File: config.mk
export PLATFORM = sky130hd
export DESIGN_NAME = ext_bus_strobe_ctrl
export DESIGN_NICKNAME = d
export VERILOG_FILES = /design/src/rtl/ebc_pkg.sv /design/src/rtl/ebc_seq.sv /design/src/rtl/ebc_cs_decode.sv /design/src/rtl/ebc_strobe_enc.sv /design/src/rtl/ext_bus_strobe_ctrl.sv
export SDC_FILE = /design/constraint.sdc
export NUM_CORES = 1
export LEC_CHECK = 0
export ABC_AREA = 1
export CORE_MARGIN = 8
export CORE_UTILIZATION = 30
export DETAILED_ROUTE_END_ITERATION = 7
export PLACE_DENSITY_LB_ADDON = 0.3
export SYNTH_ARGS = -nofsm -noshare
export SYNTH_HDL_FRONTEND = slang
export SYNTH_SLANG_ARGS = --single-unit
File: constraint.sdc
create_clock -name clk -period 2.22 [get_ports clk]
set_input_delay 0.444 -clock clk [delete_from_list [all_inputs] [get_ports clk]]
set_output_delay 0.444 -clock clk [all_outputs]
set_load 0.1 [all_outputs]
File: src/rtl/ebc_pkg.sv
package ebc_pkg;

  typedef enum logic [2:0] {
    ST_IDLE = 3'd0,
    ST_ADDR = 3'd1,
    ST_STRB = 3'd2,
    ST_TERM = 3'd3,
    ST_HOLD = 3'd4
  } ebc_state_e;

  typedef struct packed {
    logic       write;
    logic       combined;
    logic [1:0] be;
  } ebc_ctl_t;

  typedef struct packed {
    logic rd_n;
    logic wlo_n;
    logic whi_n;
    logic ale;
    logic hlda_n;
    logic bus_oe;
    logic data_oe;
    logic in_cyc;
    logic done;
  } ebc_pins_t;

endpackage

File: src/rtl/ebc_seq.sv
module ebc_seq
  import ebc_pkg::*;
#(
  parameter int STRB_CLKS = 1
) (
  input  logic       clk,
  input  logic       rst,
  input  logic       req_valid,
  input  logic       hold_n,
  input  logic       rdy_n,
  output ebc_state_e st_nxt,
  output logic       accept,
  output logic       cap_rd
);

  localparam int CW = $clog2(STRB_CLKS + 1);
  localparam logic [CW-1:0] LAST = CW'(STRB_CLKS - 1);

  ebc_state_e st_q;
  logic [CW-1:0] cnt_q;
  logic min_met;

  assign min_met = (cnt_q >= LAST);

  always_comb begin
    st_nxt = st_q;
    accept = 1'b0;
    cap_rd = 1'b0;
    case (st_q)
      ST_IDLE: begin
        if (!hold_n) begin
          st_nxt = ST_HOLD;
        end else if (req_valid) begin
          st_nxt = ST_ADDR;
          accept = 1'b1;
        end
      end
      ST_ADDR: st_nxt = ST_STRB;
      ST_STRB: begin
        if (min_met && rdy_n) begin
          st_nxt = ST_TERM;
          cap_rd = 1'b1;
        end
      end
      ST_TERM: st_nxt = ST_IDLE;
      ST_HOLD: if (hold_n) st_nxt = ST_IDLE;
      default: st_nxt = ST_IDLE;
    endcase
  end

  always_ff @(posedge clk) begin
    if (rst) begin
      st_q  <= ST_IDLE;
      cnt_q <= '0;
    end else begin
      st_q <= st_nxt;
      if (st_q == ST_STRB) begin
        if (!min_met) cnt_q <= cnt_q + 1'b1;
      end else begin
        cnt_q <= '0;
      end
    end
  end

endmodule

File: src/rtl/ebc_cs_decode.sv
module ebc_cs_decode #(
  parameter int HI_W = 8,
  parameter int NCS  = 4
) (
  input  logic [HI_W-1:0]     page,
  input  logic [NCS*HI_W-1:0] base,
  input  logic [NCS*HI_W-1:0] mask,
  output logic [NCS-1:0]      sel
);

  logic [NCS-1:0] hit;

  for (genvar i = 0; i < NCS; i++) begin : g_win
    assign hit[i] = ((page & mask[i*HI_W +: HI_W]) == base[i*HI_W +: HI_W]);
  end

  // lowest set bit wins
  assign sel = hit & (~hit + 1'b1);

endmodule

File: src/rtl/ebc_strobe_enc.sv
module ebc_strobe_enc
  import ebc_pkg::*;
(
  input  ebc_state_e st,
  input  ebc_ctl_t   ctl,
  output ebc_pins_t  pins
);

  logic strb, in_cyc, wr_strb;

  assign strb    = (st == ST_STRB);
  assign in_cyc  = (st == ST_ADDR) || (st == ST_STRB) || (st == ST_TERM);
  assign wr_strb = strb && ctl.write;

  always_comb begin
    pins.rd_n    = !(strb && !ctl.write);
    pins.ale     = (st == ST_ADDR);
    pins.hlda_n  = (st != ST_HOLD);
    pins.bus_oe  = (st != ST_HOLD);
    pins.data_oe = in_cyc && ctl.write;
    pins.in_cyc  = in_cyc;
    pins.done    = (st == ST_TERM);
    if (ctl.combined) begin
      pins.wlo_n = !wr_strb;
      pins.whi_n = !(in_cyc && ctl.be[1]);
    end else begin
      pins.wlo_n = !(wr_strb && ctl.be[0]);
      pins.whi_n = !(wr_strb && ctl.be[1]);
    end
  end

endmodule

File: src/rtl/ext_bus_strobe_ctrl.sv
module ext_bus_strobe_ctrl
  import ebc_pkg::*;
#(
  parameter int ADDR_W    = 24,
  parameter int DATA_W    = 16,
  parameter int HI_W      = 8,
  parameter int NCS       = 4,
  parameter int STRB_CLKS = 1
) (
  input  logic                   clk,
  input  logic                   rst,
  input  logic                   req_valid,
  input  logic [ADDR_W-1:0]      req_addr,
  input  logic                   req_write,
  input  logic                   req_word,
  input  logic [DATA_W-1:0]      req_wdata,
  input  logic                   cfg_combined,
  input  logic [NCS*HI_W-1:0]    win_base,
  input  logic [NCS*HI_W-1:0]    win_mask,
  input  logic                   hold_n,
  input  logic                   rdy_n,
  input  logic [DATA_W-1:0]      bus_din,
  output logic                   done,
  output logic [DATA_W-1:0]      rd_data,
  output logic                   rd_n,
  output logic                   wr_lo_n,
  output logic                   wr_hi_n,
  output logic                   ale,
  output logic [NCS-1:0]         cs_n,
  output logic [HI_W-1:0]        a_hi,
  output logic [ADDR_W-HI_W-1:0] a_lo,
  output logic [DATA_W-1:0]      bus_dout,
  output logic                   addr_oe,
  output logic                   data_oe,
  output logic                   strb_oe,
  output logic                   hlda_n
);

  localparam int LO_W = ADDR_W - HI_W;
  localparam logic [HI_W-1:0] A_HI_RST = {1'b1, {(HI_W-1){1'b0}}};

  ebc_state_e       st_nxt;
  logic             accept, cap_rd;
  logic [ADDR_W-1:0] addr_q, addr_cur;
  logic [DATA_W-1:0] wdata_q, wdata_cur;
  ebc_ctl_t         ctl_q, ctl_in, ctl_cur;
  ebc_pins_t        pins;
  logic [NCS-1:0]   sel;

  ebc_seq #(.STRB_CLKS(STRB_CLKS)) u_seq (
    .clk      (clk),
    .rst      (rst),
    .req_valid(req_valid),
    .hold_n   (hold_n),
    .rdy_n    (rdy_n),
    .st_nxt   (st_nxt),
    .accept   (accept),
    .cap_rd   (cap_rd)
  );

  always_comb begin
    ctl_in.write    = req_write;
    ctl_in.combined = cfg_combined;
    ctl_in.be       = req_word ? 2'b11 : (req_addr[0] ? 2'b10 : 2'b01);
  end

  assign addr_cur  = accept ? req_addr  : addr_q;
  assign wdata_cur = accept ? req_wdata : wdata_q;
  assign ctl_cur   = accept ? ctl_in    : ctl_q;

  ebc_strobe_enc u_enc (
    .st  (st_nxt),
    .ctl (ctl_cur),
    .pins(pins)
  );

  ebc_cs_decode #(.HI_W(HI_W), .NCS(NCS)) u_dec (
    .page(addr_cur[ADDR_W-1 -: HI_W]),
    .base(win_base),
    .mask(win_mask),
    .sel (sel)
  );

  always_ff @(posedge clk) begin
    if (rst) begin
      addr_q   <= '0;
      wdata_q  <= '0;
      ctl_q    <= '0;
      done     <= 1'b0;
      rd_data  <= '0;
      rd_n     <= 1'b1;
      wr_lo_n  <= 1'b1;
      wr_hi_n  <= 1'b1;
      ale      <= 1'b0;
      cs_n     <= '1;
      a_hi     <= A_HI_RST;
      a_lo     <= '0;
      bus_dout <= '0;
      addr_oe  <= 1'b1;
      data_oe  <= 1'b0;
      strb_oe  <= 1'b1;
      hlda_n   <= 1'b1;
    end else begin
      if (accept) begin
        addr_q  <= req_addr;
        wdata_q <= req_wdata;
        ctl_q   <= ctl_in;
      end
      if (cap_rd && !ctl_q.write) rd_data <= bus_din;
      done     <= pins.done;
      rd_n     <= pins.rd_n;
      wr_lo_n  <= pins.wlo_n;
      wr_hi_n  <= pins.whi_n;
      ale      <= pins.ale;
      cs_n     <= pins.in_cyc ? ~sel : '1;
      a_hi     <= {~addr_cur[ADDR_W-1], addr_cur[ADDR_W-2 -: HI_W-1]};
      a_lo     <= addr_cur[LO_W-1:0];
      bus_dout <= wdata_cur;
      addr_oe  <= pins.bus_oe;
      strb_oe  <= pins.bus_oe;
      data_oe  <= pins.data_oe;
      hlda_n   <= pins.hlda_n;
    end
  end

endmodule

==> metrics.txt <==
status=finished, final reports clean; slew of the pin with the lowest slew margin=between 500 and 600 ps; area of the die=about 0.016 mm^2; maximum clock insertion buffer count=2; overall power after layout=roughly 4.2 mW; number of core rows=40; highest ir drop seen on vdd=just over 0.3 mV; placement-stage cell area=0.00549 mm^2; predominant post-synthesis flop cell=dfxtp_1; critical-path maximum fanout=7; Post-synth EDFFs=0; Vias=around 4000; number of buffers inserted during clock tree synthesis=9; simple-gate share of the synthesized area=36.7%; HPWL Detailed=around 10 mm; post-synthesis adder-cell area fraction=0%; sequential cell area in the final layout=around 0.0015 mm^2; arrival time of the worst setup path=roughly 2300 ps; Synth async-reset ratio=0%; overall routed net length=12.9 mm; post-route standard cell area excluding fillers=0.00588 mm^2; worst hold path stage count=3; number of sinks driven by the clock tree=between 70 and 80; crit share post-route=a little over nine tenths; ports placed on the boundary=slightly below 200; critical setup path kind=primary input to register; Final Max Tran Viols=0; post-synthesis xor/xnor area fraction=less than 1%; via count of the first global-routing pass=between 4000 and 5000; DRT antenna net count=0; final global-route overflow total=0; fill cell instance count of the final layout=around 1200; number of port buffers=196; proportion of layout cells with a drive suffix above 1=between 10% and 20%; DR pass1 iterations=4; unrepaired setup endpoints after global routing=false; setup slack of the critical path after layout=between 100 and 150 ps; worst reg-to-reg path cell count=9; largest family of logic cells by synthesized area=simple AND/OR/NAND/NOR gates; # setup viols final=0; number of nets produced by synthesis=between 600 and 700; per-cell via count in the routed design=~4.6; launching element type of the critical path=primary input; First DRT Iteration DRCs=218; highest clock frequency the design can meet=480 MHz; hold crit path type=primary input to register; number of library cell types mapped by synthesis=24; total track usage=about 16%; power per cell area=between 700 and 800 mW/mm^2; Synth Instances=534; register bit count reported by yosys=75; Vert. Die Dim=126 um; # H-tree levels=3; Synth Area in Compound Gates=around 8.0%; Post-Synthesis Cell Area=0.00361 mm^2; final hold viol count=0; Syn. warnings=0; worst slack after detailed placement=-338 ps; Mapped Avg Cell Area=between 6 and 7 um^2; combined area of the multi-input logic cells=between 0.0015 and 0.002 mm^2; Clk Latency, worst-skew pair=between 300 and 400 ps; initial antenna violation count=0; Worst-path clk slew=60 ps; first-pass GRT wire length=roughly 21 mm; Synth-to-Final Area Change=62.9%; Wirelength per Cell=~15 um; cell at the root of the clock tree=clkbuf_16; largest net degree at the start of global routing=32; DRC=0; worst clock skew=7.49 ps; proportion of synthesized area in mux cells=less than 1%; kind of capture point of the worst setup path=register; CTS hold repair buffers=0; required time of the critical path=~2400 ps; Rel. slew slack=around 64%; area of the core=roughly 0.012 mm^2; # Max-Cap Violations=0; die extent in x=between 100 and 150 um; NumNets Final=850; sequential element share of the synthesized area=41.6%; initial core utilization=between 30% and 40%; clock tree from TritonCTS=yes; total leakage power=2.66 nW; post-layout min period=2080 ps; placer's final routability congestion estimate=0.850; ANT cells=0
-- worst max-delay path, cell delays in order --
cell	delay, ps
clkdlybuf4s50_1	470
nand2_2	70
nor2_4	200
buf_6	140
nand3b_1	210
buf_4	230
nand4_1	80
nand2_1	60
nor2_1	120
nand3_1	80
nor2_1	110
nand4_1	80
-- Yosys cell counts, drive strengths merged, types with 2 or more instances --
library cell | number | area share, %
xor2 | 3 | 0.73
dfxtp | 75 | 42
nand3 | 57 | 7.9
nand4 | 31 | 5.4
nand2 | 115 | 12
o21bai | 2 | 0.42
clkbuf | 15 | 1.6
clkinv | 3 | 0.31
a21oi | 18 | 2.5
nor2 | 94 | 10
o21ai | 34 | 4.7
nand3b | 3 | 0.62
inv | 52 | 5.4
buf | 26 | 5.3
-- repair_timing --
item,in CTS,in global routing
buffers inserted,0,1
pin swaps,0,4
setup endpoints to repair,1,4
resized for setup,1,20
-- cell families (layout without fill, tap and decap cells) --
group | count (synthesis) | after routing
muxes | 1 | 1
xor gates and xnor gates | 3 | 3
buffers and inverters | 96 | 289
AOI/OAI and AO/OA | 56 | 56
DFF | 75 | 75
and+or+nand+nor | 303 | 303
-- final timing paths --
kind	startpoint	end	slack, ps
setup / recovery	req_valid	cs_n[3]	140
setup reg to reg	u_seq.st_q[1]	cs_n[3]	340
hold reg to reg	rd_data[13]	rd_data[13]	460
hold / removal	hold_n	hlda_n	390
-- per-stage QoR --
step	setup TNS [ps]	utilization (%)	cells	hold slack, ps
2_1_floorplan	0	-	534	446
3_3_place_gp	-1080	46.3	857	451
3_5_place_dp	-2260	46.3	857	454
4_1_cts	0	48.7	873	463
5_1_grt	0	49.5	874	406
6_report	0	49.5	874	390
-- metal layers --
layer,vias up,global-route usage [%],wire length [um]
met3,12,7.05,1440
met4,0,4.94,136
met1,1789,18.7,5540
met5,-,0,0
li1,2086,-,-
met2,158,26.3,5790
-- cell type report --
class / instances / area share [%]
Clock inverter: 5 / 0.639
Inverter: 55 / 3.51
Timing Repair Buffer: 218 / 33.6
Multi-Input combinational cell: 363 / 29.3
Clock buffer: 11 / 4.30
Tap cell: 147 / 3.13
Sequential cell: 75 / 25.6
-- state kept, by name, summed over array words and instances (netlist names), 2 cells and up --
signal      count
a_hi            8
a_lo           15
addr_q          2
cs_n            4
ctl_q           4
rd_data        16
u_seq.st_q      3
wdata_q        16
-- cell usage in the layout (no fill, tap or decap), types with 6 or more instances in the layout --
cell type	count
dfxtp_1	75
clkdlybuf4s50_1	126
nand2_1	105
a21oi_1	18
nor2_1	90
clkbuf_16	9
nand2_2	6
nand3_1	54
inv_1	52
buf_4	89
o21ai_0	33
nand4_1	31
-- power breakdown --
part | switching (mW) | internal [mW] | leakage, nW
clock | 0.564 | 0.819 | 0.138
combinational | 0.863 | 0.442 | 1.91
sequential | 0.0429 | 1.42 | 0.613
total | 1.47 | 2.68 | 2.66
No activity file was read; power rests on OpenSTA's default activity.
